==> src/rtl/alu8_pkg.sv <==
package alu8_pkg;
  localparam int DATA_W = 8;
  localparam int NIB_W  = 4;
  localparam int FLAG_N = 5;

  localparam int F_SGN = 4;
  localparam int F_ZRO = 3;
  localparam int F_HLF = 2;
  localparam int F_PAR = 1;
  localparam int F_CRY = 0;

  typedef enum logic [3:0] {
    OP_ADD  = 4'd0,
    OP_ADC  = 4'd1,
    OP_SUB  = 4'd2,
    OP_SBC  = 4'd3,
    OP_INC  = 4'd4,
    OP_DEC  = 4'd5,
    OP_AND  = 4'd6,
    OP_OR   = 4'd7,
    OP_XOR  = 4'd8,
    OP_NOT  = 4'd9,
    OP_DADJ = 4'd10,
    OP_ROL  = 4'd11,
    OP_ROR  = 4'd12,
    OP_RCL  = 4'd13,
    OP_RCR  = 4'd14,
    OP_PASS = 4'd15
  } alu_op_e;
endpackage

==> src/rtl/alu8_adder.sv <==
module alu8_adder #(
  parameter int W = 8,
  parameter int H = 4
) (
  input  logic [W-1:0] x,
  input  logic [W-1:0] y,
  input  logic         ci,
  output logic [W-1:0] s,
  output logic         co,
  output logic         hc
);
  logic [W:0] full;
  logic [H:0] low;

  always_comb begin
    full = {1'b0, x} + {1'b0, y} + {{W{1'b0}}, ci};
    low  = {1'b0, x[H-1:0]} + {1'b0, y[H-1:0]} + {{H{1'b0}}, ci};
    s    = full[W-1:0];
    co   = full[W];
    hc   = low[H];
  end
endmodule

==> src/rtl/alu8_dadj.sv <==
module alu8_dadj #(
  parameter int W = 8,
  parameter int H = 4
) (
  input  logic [W-1:0] a,
  input  logic         hc_in,
  input  logic         cy_in,
  output logic [W-1:0] r,
  output logic         hc_out,
  output logic         cy_out
);
  localparam logic [H-1:0] DIGIT_MAX = H'(9);
  localparam logic [H:0]   LO_FIX    = (H+1)'(6);
  localparam logic [W:0]   HI_FIX    = (W+1)'(6) << H;

  logic         lo_need;
  logic         hi_need;
  logic [H:0]   lo_sum;
  logic [W:0]   step1;
  logic [W:0]   step2;

  always_comb begin
    lo_need = (a[H-1:0] > DIGIT_MAX) || hc_in;
    lo_sum  = {1'b0, a[H-1:0]} + (lo_need ? LO_FIX : '0);
    step1   = {1'b0, a} + (lo_need ? (W+1)'(LO_FIX) : '0);
    hi_need = (step1[W-1:H] > (W-H)'(9)) || step1[W] || cy_in;
    step2   = {1'b0, step1[W-1:0]} + (hi_need ? HI_FIX : '0);
    r       = step2[W-1:0];
    hc_out  = lo_sum[H];
    cy_out  = cy_in | hi_need;
  end
endmodule

==> src/rtl/alu8_logic.sv <==
module alu8_logic
  import alu8_pkg::*;
#(
  parameter int W = DATA_W
) (
  input  alu_op_e      op,
  input  logic [W-1:0] a,
  input  logic [W-1:0] b,
  input  logic         cy_in,
  output logic [W-1:0] r,
  output logic         cy_out
);
  always_comb begin
    r      = a;
    cy_out = cy_in;
    unique case (op)
      OP_AND:  r = a & b;
      OP_OR:   r = a | b;
      OP_XOR:  r = a ^ b;
      OP_NOT:  r = ~a;
      OP_ROL: begin
        r      = {a[W-2:0], a[W-1]};
        cy_out = a[W-1];
      end
      OP_ROR: begin
        r      = {a[0], a[W-1:1]};
        cy_out = a[0];
      end
      OP_RCL: begin
        r      = {a[W-2:0], cy_in};
        cy_out = a[W-1];
      end
      OP_RCR: begin
        r      = {cy_in, a[W-1:1]};
        cy_out = a[0];
      end
      default: r = a;
    endcase
  end
endmodule

==> src/rtl/alu8_flagreg.sv <==
module alu8_flagreg #(
  parameter int N = 5
) (
  input  logic         clk,
  input  logic         rst_n,
  input  logic         en,
  input  logic [N-1:0] d,
  output logic [N-1:0] q
);
  logic [N-1:0] q_next;

  always_comb begin
    q_next = q;
    if (en) q_next = d;
  end

  always_ff @(posedge clk or negedge rst_n) begin
    if (!rst_n) q <= '0;
    else        q <= q_next;
  end
endmodule

==> src/rtl/alu8_core.sv <==
module alu8_core
  import alu8_pkg::*;
(
  input  logic              clk,
  input  logic              rst_n,
  input  logic              en,
  input  logic [3:0]        op,
  input  logic [DATA_W-1:0] acc,
  input  logic [DATA_W-1:0] opnd,
  output logic [DATA_W-1:0] result,
  output logic [FLAG_N-1:0] flags_nxt,
  output logic [FLAG_N-1:0] flag_we,
  output logic [FLAG_N-1:0] flags_q
);
  alu_op_e           op_e;
  logic [DATA_W-1:0] add_x, add_y, add_s;
  logic              add_ci, add_co, add_hc;
  logic [DATA_W-1:0] dadj_r, lg_r;
  logic              dadj_hc, dadj_cy, lg_cy;
  logic              cy_cur, hc_cur;
  logic              hc_sel, cy_sel;
  logic [FLAG_N-1:0] flag_new;

  assign op_e   = alu_op_e'(op);
  assign cy_cur = flags_q[F_CRY];
  assign hc_cur = flags_q[F_HLF];

  // adder operand steering: subtraction runs as x + ~y + ~borrow
  always_comb begin
    add_x  = acc;
    add_y  = opnd;
    add_ci = 1'b0;
    unique case (op_e)
      OP_ADC: add_ci = cy_cur;
      OP_SUB: begin
        add_y  = ~opnd;
        add_ci = 1'b1;
      end
      OP_SBC: begin
        add_y  = ~opnd;
        add_ci = ~cy_cur;
      end
      OP_INC: begin
        add_x  = opnd;
        add_y  = '0;
        add_ci = 1'b1;
      end
      OP_DEC: begin
        add_x  = opnd;
        add_y  = '1;
      end
      default: ;
    endcase
  end

  alu8_adder #(.W(DATA_W), .H(NIB_W)) u_add (
    .x(add_x), .y(add_y), .ci(add_ci), .s(add_s), .co(add_co), .hc(add_hc)
  );

  alu8_dadj #(.W(DATA_W), .H(NIB_W)) u_dadj (
    .a(acc), .hc_in(hc_cur), .cy_in(cy_cur),
    .r(dadj_r), .hc_out(dadj_hc), .cy_out(dadj_cy)
  );

  alu8_logic #(.W(DATA_W)) u_logic (
    .op(op_e), .a(acc), .b(opnd), .cy_in(cy_cur), .r(lg_r), .cy_out(lg_cy)
  );

  // result, class flags and write enables
  always_comb begin
    result  = lg_r;
    hc_sel  = 1'b0;
    cy_sel  = lg_cy;
    flag_we = '0;
    unique case (op_e)
      OP_ADD, OP_ADC: begin
        result  = add_s;
        hc_sel  = add_hc;
        cy_sel  = add_co;
        flag_we = '1;
      end
      OP_SUB, OP_SBC: begin
        result  = add_s;
        hc_sel  = add_hc;
        cy_sel  = ~add_co;
        flag_we = '1;
      end
      OP_INC, OP_DEC: begin
        result           = add_s;
        hc_sel           = add_hc;
        flag_we          = '1;
        flag_we[F_CRY]   = 1'b0;
      end
      OP_AND: begin
        hc_sel  = 1'b1;
        cy_sel  = 1'b0;
        flag_we = '1;
      end
      OP_OR, OP_XOR: begin
        cy_sel  = 1'b0;
        flag_we = '1;
      end
      OP_DADJ: begin
        result  = dadj_r;
        hc_sel  = dadj_hc;
        cy_sel  = dadj_cy;
        flag_we = '1;
      end
      OP_ROL, OP_ROR, OP_RCL, OP_RCR: flag_we[F_CRY] = 1'b1;
      default: ;
    endcase
  end

  always_comb begin
    flag_new        = '0;
    flag_new[F_SGN] = result[DATA_W-1];
    flag_new[F_ZRO] = (result == '0);
    flag_new[F_HLF] = hc_sel;
    flag_new[F_PAR] = ~^result;
    flag_new[F_CRY] = cy_sel;
    flags_nxt       = (flag_new & flag_we) | (flags_q & ~flag_we);
  end

  alu8_flagreg #(.N(FLAG_N)) u_freg (
    .clk(clk), .rst_n(rst_n), .en(en), .d(flags_nxt), .q(flags_q)
  );
endmodule

==> config.mk <==
export PLATFORM = sky130hd
export DESIGN_NAME = alu8_core
export DESIGN_NICKNAME = d
export VERILOG_FILES = /design/src/rtl/alu8_pkg.sv /design/src/rtl/alu8_adder.sv /design/src/rtl/alu8_dadj.sv /design/src/rtl/alu8_logic.sv /design/src/rtl/alu8_flagreg.sv /design/src/rtl/alu8_core.sv
export SDC_FILE = /design/constraint.sdc
export NUM_CORES = 1
export LEC_CHECK = 0
export BUFFER_PORTS_ARGS = -buffer_cell sky130_fd_sc_hd__buf_2
export CELL_PAD_IN_SITES_DETAIL_PLACEMENT = 1
export CELL_PAD_IN_SITES_GLOBAL_PLACEMENT = 1
export CORE_MARGIN = 5
export CORE_UTILIZATION = 41
export DETAILED_ROUTE_END_ITERATION = 7
export PLACE_DENSITY_LB_ADDON = 0.1
export SETUP_SLACK_MARGIN = 0.5
export SLEW_MARGIN = 20
export SYNTH_ARGS = -nofsm -noshare
export SYNTH_HDL_FRONTEND = slang
export SYNTH_SLANG_ARGS = --single-unit
==> constraint.sdc <==
create_clock -name clk -period 5.2 [get_ports clk]
set_clock_uncertainty 0.05 [all_clocks]
set_input_delay 0.26 -clock clk [delete_from_list [all_inputs] [get_ports clk]]
set_output_delay 0.26 -clock clk [all_outputs]
set_load 0.005 [all_outputs]
==> flow_metrics.py, run 1 <==
metrics = {
    "power": {
        "vdd_drop_max_v": 0.000225,
        "power_w": 0.000573,
        "p_per_area_nw_per_um2": 193,
        "total_leakage_power_nw": 1.36,
    },
    "yosys": {
        "async_flop_share_pct": 100,
        "synth.distinct_cells": 67,
        "yosysWarnings": 0,
        "synthFlopType": "dfrtp_1",
        "synth_top_family_by_area": "compound AO/OA/AOI/OAI gates",
        "synth_xor_area_share_pct": 4.42,
        "synth_compound_area_share_pct": 35.1,
        "synthDominantCellAreaShare_pct": 14.6,
        "synth_fa_ha_area_share_pct": 17.7,
        "syn_area_per_cell_sq_um": 6.88,
        "muxShareOfSynthArea_pct": 5.34,
        "synth.most_common_cell": "nor2_1",
        "synth_top_cell_by_area": "ha_1",
        "synthTopCellsByCount": "35 x nor2_1, 33 x a21oi_1, 33 x nand2_1",
        "synthSimpleGateAreaFrac_pct": 22.5,
        "synth.area.top_cells": "ha_1 15%, a21oi_1 6.4%, nor2_1 5.1%",
        "yosysSeqAreaShare_pct": 4.86,
        "synth_edf_count": 0,
        "syn_nets": 431,
        "ys_ff_latch": 5,
        "synth_area_sq_um": 2570,
        "synth_cells": 374,
    },
    "clock_tree": {
        "cts_sinks": 5,
        "clock_latency_ps": 220,
        "cts_tree": "yes",
        "cts_buffers": 3,
        "clockBufferDepth": 2,
        "ctsRootBufferMaster": "clkbuf_8",
        "htree_levels": 1,
        "clk_pin_slew_worst_paths_ps": 40,
    },
    "floorplan": {
        "rows": 28,
        "dieArea_sq_um": 7970,
        "ios": 46,
        "core_sq_um": 6030,
        "start_util_pct": 42.7,
        "die_width_microns": 89.3,
        "die_h_microns": 89.3,
    },
    "status": {
        "status": "completed",
    },
    "global_routing": {
        "antenna_found_initial": 0,
        "grt_pass1_wl_microns": 15800,
        "grt_start_max_net_pins": 45,
        "grtUsageTotal_pct": 25.9,
        "grt_pass1_vias": 2948,
        "grt_overflow": 0,
    },
    "timing": {
        "fmax_mhz": 221,
        "setup_violations": 0,
        "final.setup.tns_ps": 0,
        "period_share_pct": 87.1,
        "holdWs_ps": 287,
        "relSlewSlack_pct": 47.1,
        "finalHoldViolCount": 0,
        "worst_slack_ps": 669,
        "fin_crit_ps": 4530,
        "slew_viol_final": 0,
        "worst_slew_pin_slew_ps": 784,
        "grt_setup_unrepaired": "no",
    },
    "hold_path": {
        "hold_depth": 2,
        "worstHoldPathType": "input pin to flip-flop",
        "hold_start": "en",
    },
    "setup_path": {
        "reg2reg_from": "u_freg.q[2]",
        "worstPathArrival_ps": 4220,
        "worstPathMaxFanout": 3,
        "crit_type": "flip-flop to output pin",
        "cp_slowest_cell": "dfrtp_1",
        "max_stage_delay_ps": 380,
        "critPathMostFrequentCell": "xnor2_2",
        "worstRegToRegCells": 20,
        "cp-end-kind": "output pin",
        "path_cells": "nand2b_4 -> ha_4 -> inv_1 -> fa_2 -> and4b_1 -> nand2_2 -> a311oi_2 -> or2_4 -> ha_1 -> inv_1 -> fa_2 -> xnor2_2 -> xnor2_2 -> a21oi_2 -> and3_1 -> ha_1 -> xnor2_2 -> xnor2_1 -> a21oi_1 -> buf_2",
        "required_ps": 4890,
        "worstSetupStartpoint": "u_freg.q[2]",
        "timing.critical_path.from_type": "flip-flop",
    },
    "final_layout": {
        "nNetsFinal": 467,
        "drive_above_1_share_pct": 20.8,
        "syn2layout_area_growth_pct": 15.1,
        "largest_reg_flops": 5,
        "top_regs": "u_freg.q (5)",
        "diodes": 0,
        "regMostFlops": "u_freg.q",
        "fillers": 806,
        "stdcell_area_sq_um": 2960,
    },
    "drt": {
        "viasPerCell": 6.20,
        "drc_errors": 0,
        "dr.first_iter.drc_count": 269,
        "wire_per_inst_microns": 20.6,
        "dr.pass1.iters": 4,
        "vias": 3000,
        "postRouteWirelength_microns": 9990,
        "postRouteAntennaNets": 0,
    },
    "place": {
        "gp_congestion": 0.916,
        "dp_slack_ps": 409,
        "place_hpwl_microns": 7980,
        "port-buffer-count": 45,
        "postPlaceCellArea_sq_um": 2800,
    },
    "flow_run": {
        "cap_violations": 0,
    },
}
[report_power, final]
group          switching (W)  total [W]  internal [W]
registers         0.00000935  0.0000575     0.0000481
clock network      0.0000204  0.0000732     0.0000527
logic               0.000247   0.000442      0.000195
[final cells by class]
cell class	count	area (sq um)	share of cell area, %
multi-input cells	312	2260	76.2
repair buffers	58	328	11.1
flip-flops and latches	5	125	4.22
inverters	30	113	3.80
well taps	75	93.8	3.17
clock buffers	4	45.0	1.52
[cell families after synthesis]
kind of cell,after synthesis
AOI/OAI and AO/OA,131
and+or+nand+nor,121
buffers and inverters,57
adders and majority gates,34
xor gates and xnor gates,13
muxes,13
DFF,5
[layer usage]
metal  vias up  track usage [%]  share of wire, %
li1       1441                -                 -
met1      1453             35.7                44
met2        88             43.1                48
met3        18             1.47               5.7
met4         0             8.12               2.5
met5         -                0                 0
[worst max-delay path, delay by kind of cell, from the launching register on]
family,cells,cell delay (ps)
flops,1,380
xor+xnor,4,640
simple gates,5,920
buf+inv,3,240
fa+ha+maj,5,1320
compound gates,3,490
[placed cells by master, fill, tap and decap left out, drive strengths merged, types with 4 or more instances in the layout]
cell type,instances
mux2i,7
nand3,8
dfrtp,5
ha,30
o2bb2ai,4
nand2,34
xor2,5
clkbuf,5
mux2,6
nor2,35
a211o,4
buf,56
a21oi,33
fa,4
a2111oi,4
o22ai,8
nor3,13
inv,30
xnor2,8
nand2b,7
o21a,4
o21ai,27
a22oi,4
[path summary, 6_finish.rpt]
path	end	slack [ps]
min in group asynchronous	u_freg.q[2]	360
hold reg to reg	u_freg.q[1]	480
hold / removal	u_freg.q[1]	290
max in group asynchronous	u_freg.q[3]	4600
setup / recovery	flags_nxt[1]	670
setup reg to reg	u_freg.q[1]	950
[stage by stage]
stage | instances | util [%]
final | 484 | 49.2
after global placement | 474 | 46.5
after CTS | 479 | 47.6
after global routing | 484 | 49.2
after detailed placement | 474 | 46.5
after floorplan | 374 | -
[repair_timing]
action / CTS / global route
hold endpoints to repair: 5 / 0
setup endpoints to repair: 1 / 3
pin swaps: 0 / 9
resized for setup: 3 / 13
gates cloned: 0 / 0
buffers inserted: 0 / 5
hold buffers: 1 / 0
Note: power is estimated with default switching activity, not from simulation.
==> run 2, diff against run 1 <==
--- a/config.mk
+++ b/config.mk
@@ -6,14 +6,15 @@
 export NUM_CORES = 1
 export LEC_CHECK = 0
 export BUFFER_PORTS_ARGS = -buffer_cell sky130_fd_sc_hd__buf_2
-export CELL_PAD_IN_SITES_DETAIL_PLACEMENT = 1
+export CELL_PAD_IN_SITES_DETAIL_PLACEMENT = 0
 export CELL_PAD_IN_SITES_GLOBAL_PLACEMENT = 1
 export CORE_MARGIN = 5
-export CORE_UTILIZATION = 41
+export CORE_UTILIZATION = 43
 export DETAILED_ROUTE_END_ITERATION = 7
 export PLACE_DENSITY_LB_ADDON = 0.1
 export SETUP_SLACK_MARGIN = 0.5
 export SLEW_MARGIN = 20
 export SYNTH_ARGS = -nofsm -noshare
 export SYNTH_HDL_FRONTEND = slang
+export SYNTH_HIERARCHICAL = 1
 export SYNTH_SLANG_ARGS = --single-unit
==> run 2 against run 1 <==
Compared with the run above:
- synthesized area rose by 11%
- hold slack better by 51 ps
- sequential share of layout area fell by 0.23 points
- worst setup slack improved by 14 ps
- non-clock buffer count is the same
- routed wire length fell by 9.4%
- clock power about the same
- synthesized cell count unchanged
- combinational power rose by 5.9%
- first-iteration DRC count down 29%
==> flow_metrics.py, run 2 <==
metrics = {
    "timing": {
        "final.setup.tns_ps": 0,
        "fin_crit_ps": 4520,
        "slew_viol_final": 0,
        "fmax_mhz": 221,
        "grt_setup_unrepaired": "no",
        "relSlewSlack_pct": 29.5,
        "finalHoldViolCount": 0,
        "worst_slew_pin_slew_ps": 1060,
        "setup_violations": 0,
        "period_share_pct": 86.9,
    },
    "final_layout": {
        "fillers": 665,
        "stdcell_area_sq_um": 3160,
        "diodes": 0,
        "top_regs": "u_freg/q (5)",
        "stdcell_count": 485,
        "syn2layout_area_growth_pct": 10.3,
        "final_common_cell": "buf_2",
        "nNetsFinal": 466,
        "final_cell_mix": "45 x buf_2, 38 x inv_1, 30 x a21oi_1",
        "drive_above_1_share_pct": 28.7,
        "largest_reg_flops": 5,
        "regMostFlops": "u_freg/q",
    },
    "setup_path": {
        "ff2ff_setup_slack_ps": 810,
        "worstSetupStartpoint": "u_freg/q[2]",
        "cp-endpoint": "flags_nxt[1]",
        "worstRegToRegCells": 18,
        "worstPathMaxFanout": 4,
        "crit_type": "flip-flop to output pin",
        "reg2reg_from": "u_freg/q[2]",
        "cp-end-kind": "output pin",
        "timing.critical_path.from_type": "flip-flop",
        "required_ps": 4890,
        "rr_endpoint": "u_freg/q[1]",
        "worstPathArrival_ps": 4210,
    },
    "floorplan": {
        "start_util_pct": 44.7,
        "die_width_microns": 91.7,
        "core_sq_um": 6420,
        "dieArea_sq_um": 8410,
        "die_h_microns": 91.7,
        "ios": 46,
        "rows": 29,
    },
    "yosys": {
        "synth_edf_count": 0,
        "synthTopCellsByCount": "38 x inv_1, 30 x a21oi_1, 30 x ha_1",
        "synth_area_sq_um": 2870,
        "synth.area.top_cells": "ha_1 13%, mux2_2 8.6%, a21oi_1 5.2%",
        "ys_ff_latch": 5,
        "synthFlopType": "dfrtp_1",
        "async_flop_share_pct": 100,
        "yosysWarnings": 6,
        "synth_cells": 374,
        "synth.most_common_cell": "inv_1",
        "synth_top_cell_by_area": "ha_1",
        "syn_area_per_cell_sq_um": 7.67,
        "syn_nets": 431,
        "synth.distinct_cells": 72,
        "synthDominantCellAreaShare_pct": 13.1,
        "yosysSeqAreaShare_pct": 4.36,
    },
    "drt": {
        "wire_per_inst_microns": 18.7,
        "postRouteAntennaNets": 0,
        "viasPerCell": 5.99,
        "vias": 2906,
        "dr.first_iter.drc_count": 191,
        "dr.pass1.iters": 4,
        "postRouteWirelength_microns": 9050,
        "drc_errors": 0,
    },
    "flow_run": {
        "cap_violations": 0,
    },
    "place": {
        "gp_congestion": 0.802,
        "postPlaceCellArea_sq_um": 3050,
        "place_hpwl_microns": 6770,
        "place_inst": 476,
        "port-buffer-count": 45,
    },
    "power": {
        "total_leakage_power_nw": 1.45,
        "vdd_drop_max_v": 0.000124,
        "p_per_area_nw_per_um2": 189,
    },
    "clock_tree": {
        "ctsRootBufferMaster": "clkbuf_8",
        "cts_tree": "yes",
        "htree_levels": 1,
        "clock_latency_ps": 220,
        "cts_buffers": 3,
        "cts_sinks": 5,
        "clockBufferDepth": 2,
        "clk_pin_slew_worst_paths_ps": 40,
    },
    "global_routing": {
        "grt_pass1_wl_microns": 14300,
        "grt_pass1_vias": 2693,
        "antenna_found_initial": 0,
        "grt_overflow": 0,
        "grtUsageTotal_pct": 20.6,
        "grt_start_max_net_pins": 49,
    },
    "status": {
        "status": "completed",
    },
    "hold_path": {
        "worstHoldPathType": "input pin to asynchronous set/reset pin",
    },
}
run 2: changes by cell type after synthesis, sizes merged, moves of 6 or more:
cell / delta
a21boi: +6
a221oi: +10
inv: +10
mux2: +17
nand2: -20
nor2: -20
nor3: -9
o22ai: -8
or2: +9
run 2: logic make-up after synthesis:
kind of cell	synth area share (%)
adder cells (fa/ha/maj)	15.9
AND/OR/NAND/NOR	19.1
buffers and inverters	12.3
XOR/XNOR	5.45
flip-flops	4.36
multiplexers	11.1
AO/OA/AOI/OAI	31.7
run 2: per-layer routing:
| metal | GRT usage (%) | share of wire, % | vias up | routed length [microns] |
|---|---|---|---|---|
| met4 | 0.879 | 0.088 | 0 | 8 |
| met2 | 35.9 | 48 | 63 | 4330 |
| li1 | - | - | 1448 | - |
| met3 | 1.80 | 3.1 | 2 | 285 |
| met1 | 29.1 | 49 | 1393 | 4420 |
| met5 | 0 | 0 | - | 0 |
run 2: worst min path at each step:
stage                     start  slack [ps]     endpoint
after floorplan           rst_n         -90  u_freg/q[0]
after global placement    rst_n          30  u_freg/q[1]
after detailed placement  rst_n          30  u_freg/q[3]
after CTS                 rst_n         340  u_freg/q[3]
after global routing         en         350  u_freg/q[2]
final                     rst_n         340  u_freg/q[3]
run 2: final cells by class:
cell class / instances / area, sq um / share of cell area [%]
Clock buffer: 4 / 45.0 / 1.42
Inverter: 40 / 150 / 4.74
Multi-Input combinational cell: 301 / 2420 / 76.5
Sequential cell: 5 / 126 / 3.99
Tap cell: 77 / 96.3 / 3.04
Timing Repair Buffer: 58 / 325 / 10.3
run 2: repair_timing:
item / in CTS / in global routing
endpoints found under the setup margin: 1 / 1
pin swaps: 0 / 5
hold buffers: 1 / 0
resized for setup: 5 / 5
hold endpoints to repair: 5 / 0
setup buffers: 0 / 4
run 2: metrics by stage:
step	setup WS, ps	hold slack [ps]	power [W]	utilization [%]
5_1_grt	518	351	0.000651	49.3
6_report	683	338	0.000598	49.3
4_1_cts	537	336	0.000577	48.6
3_5_place_dp	492	33.3	0.000495	47.5
3_3_place_gp	594	33.4	0.000492	47.5
2_1_floorplan	886	-85.6	0.000365	-
run 2: where the power goes:
part | internal [W] | total [W] | switching (W)
Sequential | 0.0000497 | 0.0000573 | 0.00000764
Combinational | 0.000219 | 0.000468 | 0.000248
Clock | 0.0000527 | 0.0000731 | 0.0000204
Total | 0.000322 | 0.000598 | 0.000276
run 2: critical path: stages (launching register included):
cell	delay [ps]
dfrtp_2	420
nand2b_4	160
ha_2	190
fa_2	390
and3_4	200
o31a_1	250
a221o_1	370
ha_2	190
fa_2	330
xor2_1	150
xnor2_1	140
and2_1	180
a211oi_2	50
ha_1	340
xor2_1	170
xnor2_1	130
a21oi_1	160
buf_2	140
==> run 3, diff against run 2 <==
--- a/config.mk
+++ b/config.mk
@@ -11,6 +11,7 @@
 export CORE_MARGIN = 5
 export CORE_UTILIZATION = 43
 export DETAILED_ROUTE_END_ITERATION = 7
+export MAX_ROUTING_LAYER = met4
 export PLACE_DENSITY_LB_ADDON = 0.1
 export SETUP_SLACK_MARGIN = 0.5
 export SLEW_MARGIN = 20
==> run 3 against run 2 <==
Compared with the run above:
- combinational power barely moved
- sequential power is 0.7% higher
- highest routed layer is now met3
- sequential share of layout area did not move
==> flow_metrics.py, run 3 (synthesized netlist as in run 2, its figures left out) <==
metrics = {
    "drt": {
        "dr_wl_met3_microns": 332,
        "dr.first_iter.drc_count": 227,
        "viasPerCell": 5.98,
        "wl_met1_microns": 4400,
        "postRouteWirelength_microns": 9100,
        "vias": 2901,
        "wl_met2_microns": 4370,
        "postRouteAntennaNets": 0,
        "dr.pass1.iters": 4,
        "drc_errors": 0,
        "wire_per_inst_microns": 18.8,
        "dr.max_layer_used": "met3",
    },
    "setup_path": {
        "worstPathArrival_ps": 4220,
        "ff2ff_setup_slack_ps": 810,
        "required_ps": 4890,
        "worstRegToRegCells": 18,
        "cp-end-kind": "output pin",
        "timing.critical_path.from_type": "flip-flop",
        "worstPathMaxFanout": 4,
        "crit_type": "flip-flop to output pin",
    },
    "timing": {
        "fin_crit_ps": 4530,
        "final.setup.tns_ps": 0,
        "grt_setup_unrepaired": "no",
        "setup_violations": 0,
        "relSlewSlack_pct": 29.8,
        "finalHoldViolCount": 0,
        "worst_slew_pin_slew_ps": 1050,
        "fmax_mhz": 221,
        "period_share_pct": 87.1,
        "slew_viol_final": 0,
    },
    "final_layout": {
        "nNetsFinal": 466,
        "top_regs": "u_freg/q (5)",
        "regMostFlops": "u_freg/q",
        "drive_above_1_share_pct": 28.7,
        "stdcell_area_sq_um": 3160,
        "final_common_cell": "buf_2",
        "largest_reg_flops": 5,
        "final_cell_mix": "45 x buf_2, 38 x inv_1, 30 x a21oi_1",
        "syn2layout_area_growth_pct": 10.3,
        "diodes": 0,
    },
    "clock_tree": {
        "clock_latency_ps": 220,
        "clk_pin_slew_worst_paths_ps": 40,
        "cts_buffers": 3,
        "cts_sinks": 5,
        "htree_levels": 1,
        "ctsRootBufferMaster": "clkbuf_8",
        "clockBufferDepth": 2,
        "cts_tree": "yes",
    },
    "floorplan": {
        "dieArea_sq_um": 8410,
        "rows": 29,
        "start_util_pct": 44.7,
        "core_sq_um": 6420,
        "die_width_microns": 91.7,
        "ios": 46,
        "die_h_microns": 91.7,
    },
    "place": {
        "gp_congestion": 0.814,
        "port-buffer-count": 45,
        "place_hpwl_microns": 6770,
        "postPlaceCellArea_sq_um": 3050,
    },
    "power": {
        "total_leakage_power_nw": 1.45,
        "p_per_area_nw_per_um2": 189,
        "vdd_drop_max_v": 0.000123,
    },
    "flow_run": {
        "cap_violations": 0,
    },
    "global_routing": {
        "grt_overflow": 0,
        "grt_pass1_vias": 2681,
        "grt_start_max_net_pins": 49,
        "antenna_found_initial": 0,
        "grtUsageTotal_pct": 21.3,
        "grt_pass1_wl_microns": 14300,
    },
    "hold_path": {
        "worstHoldPathType": "input pin to asynchronous set/reset pin",
    },
    "status": {
        "status": "completed",
    },
}
==> run 3: cell counts in the layout (fill, tap and decap cells not counted) <==
No cell type changed its count.
==> run 3: critical path, cell delays in order, from the launching register on <==
cell      delay (ps)
dfrtp_2          420
nand2b_4         160
ha_2             190
fa_2             390
and3_4           210
o31a_1           250
a221o_1          370
ha_2             190
fa_2             330
xor2_1           150
xnor2_1          140
and2_1           180
a211oi_2          50
ha_1             340
xor2_1           170
xnor2_1          130
a21oi_1          160
buf_2            140
==> run 3: area by class of cell <==
class,instances,area [sq um]
clock buffers,4,45.0
fillers,665,3260
inverters,40,150
multi-input cells,301,2420
flip-flops and latches,5,126
well taps,77,96.3
repair buffers,58,325
==> run 3: layer usage <==
layer	up-vias	track usage [%]
li1	1448	-
met1	1401	29.4
met2	52	36.0
met3	0	1.72
met4	0	0.628
met5	-	-
==> run 3: final timing paths <==
check / endpoint / from
setup / recovery: flags_nxt[1] / u_freg/q[2]
hold / removal: u_freg/q[3] / rst_n
setup reg to reg: u_freg/q[1] / u_freg/q[2]
hold reg to reg: u_freg/q[3] / u_freg/q[3]
max in group asynchronous: u_freg/q[2] / rst_n
min in group clk: u_freg/q[3] / en
==> run 3: per-stage QoR <==
stage	worst slack, ps	power, W	utilization (%)	hold WS, ps	cells
floorplan	886	0.000365	-	-85.6	374
global placement	594	0.000492	47.5	33.4	476
detailed placement	492	0.000495	47.5	33.3	476
CTS	537	0.000577	48.6	336	481
global route	518	0.000651	49.3	351	485
finish	673	0.000598	49.3	337	485
==> run 3: repair_timing <==
item | CTS | global route
hold buffers | 1 | 0
pin swaps | 0 | 5
endpoints found under the hold margin | 5 | 0
setup buffers | 0 | 4
resized for setup | 5 | 5
endpoints found under the setup margin | 1 | 1
==> run 3: power breakdown <==
| part | switching (W) | internal, W | total [W] |
|---|---|---|---|
| clock network | 0.0000206 | 0.0000528 | 0.0000734 |
| logic | 0.000248 | 0.000219 | 0.000467 |
| registers | 0.00000797 | 0.0000497 | 0.0000577 |
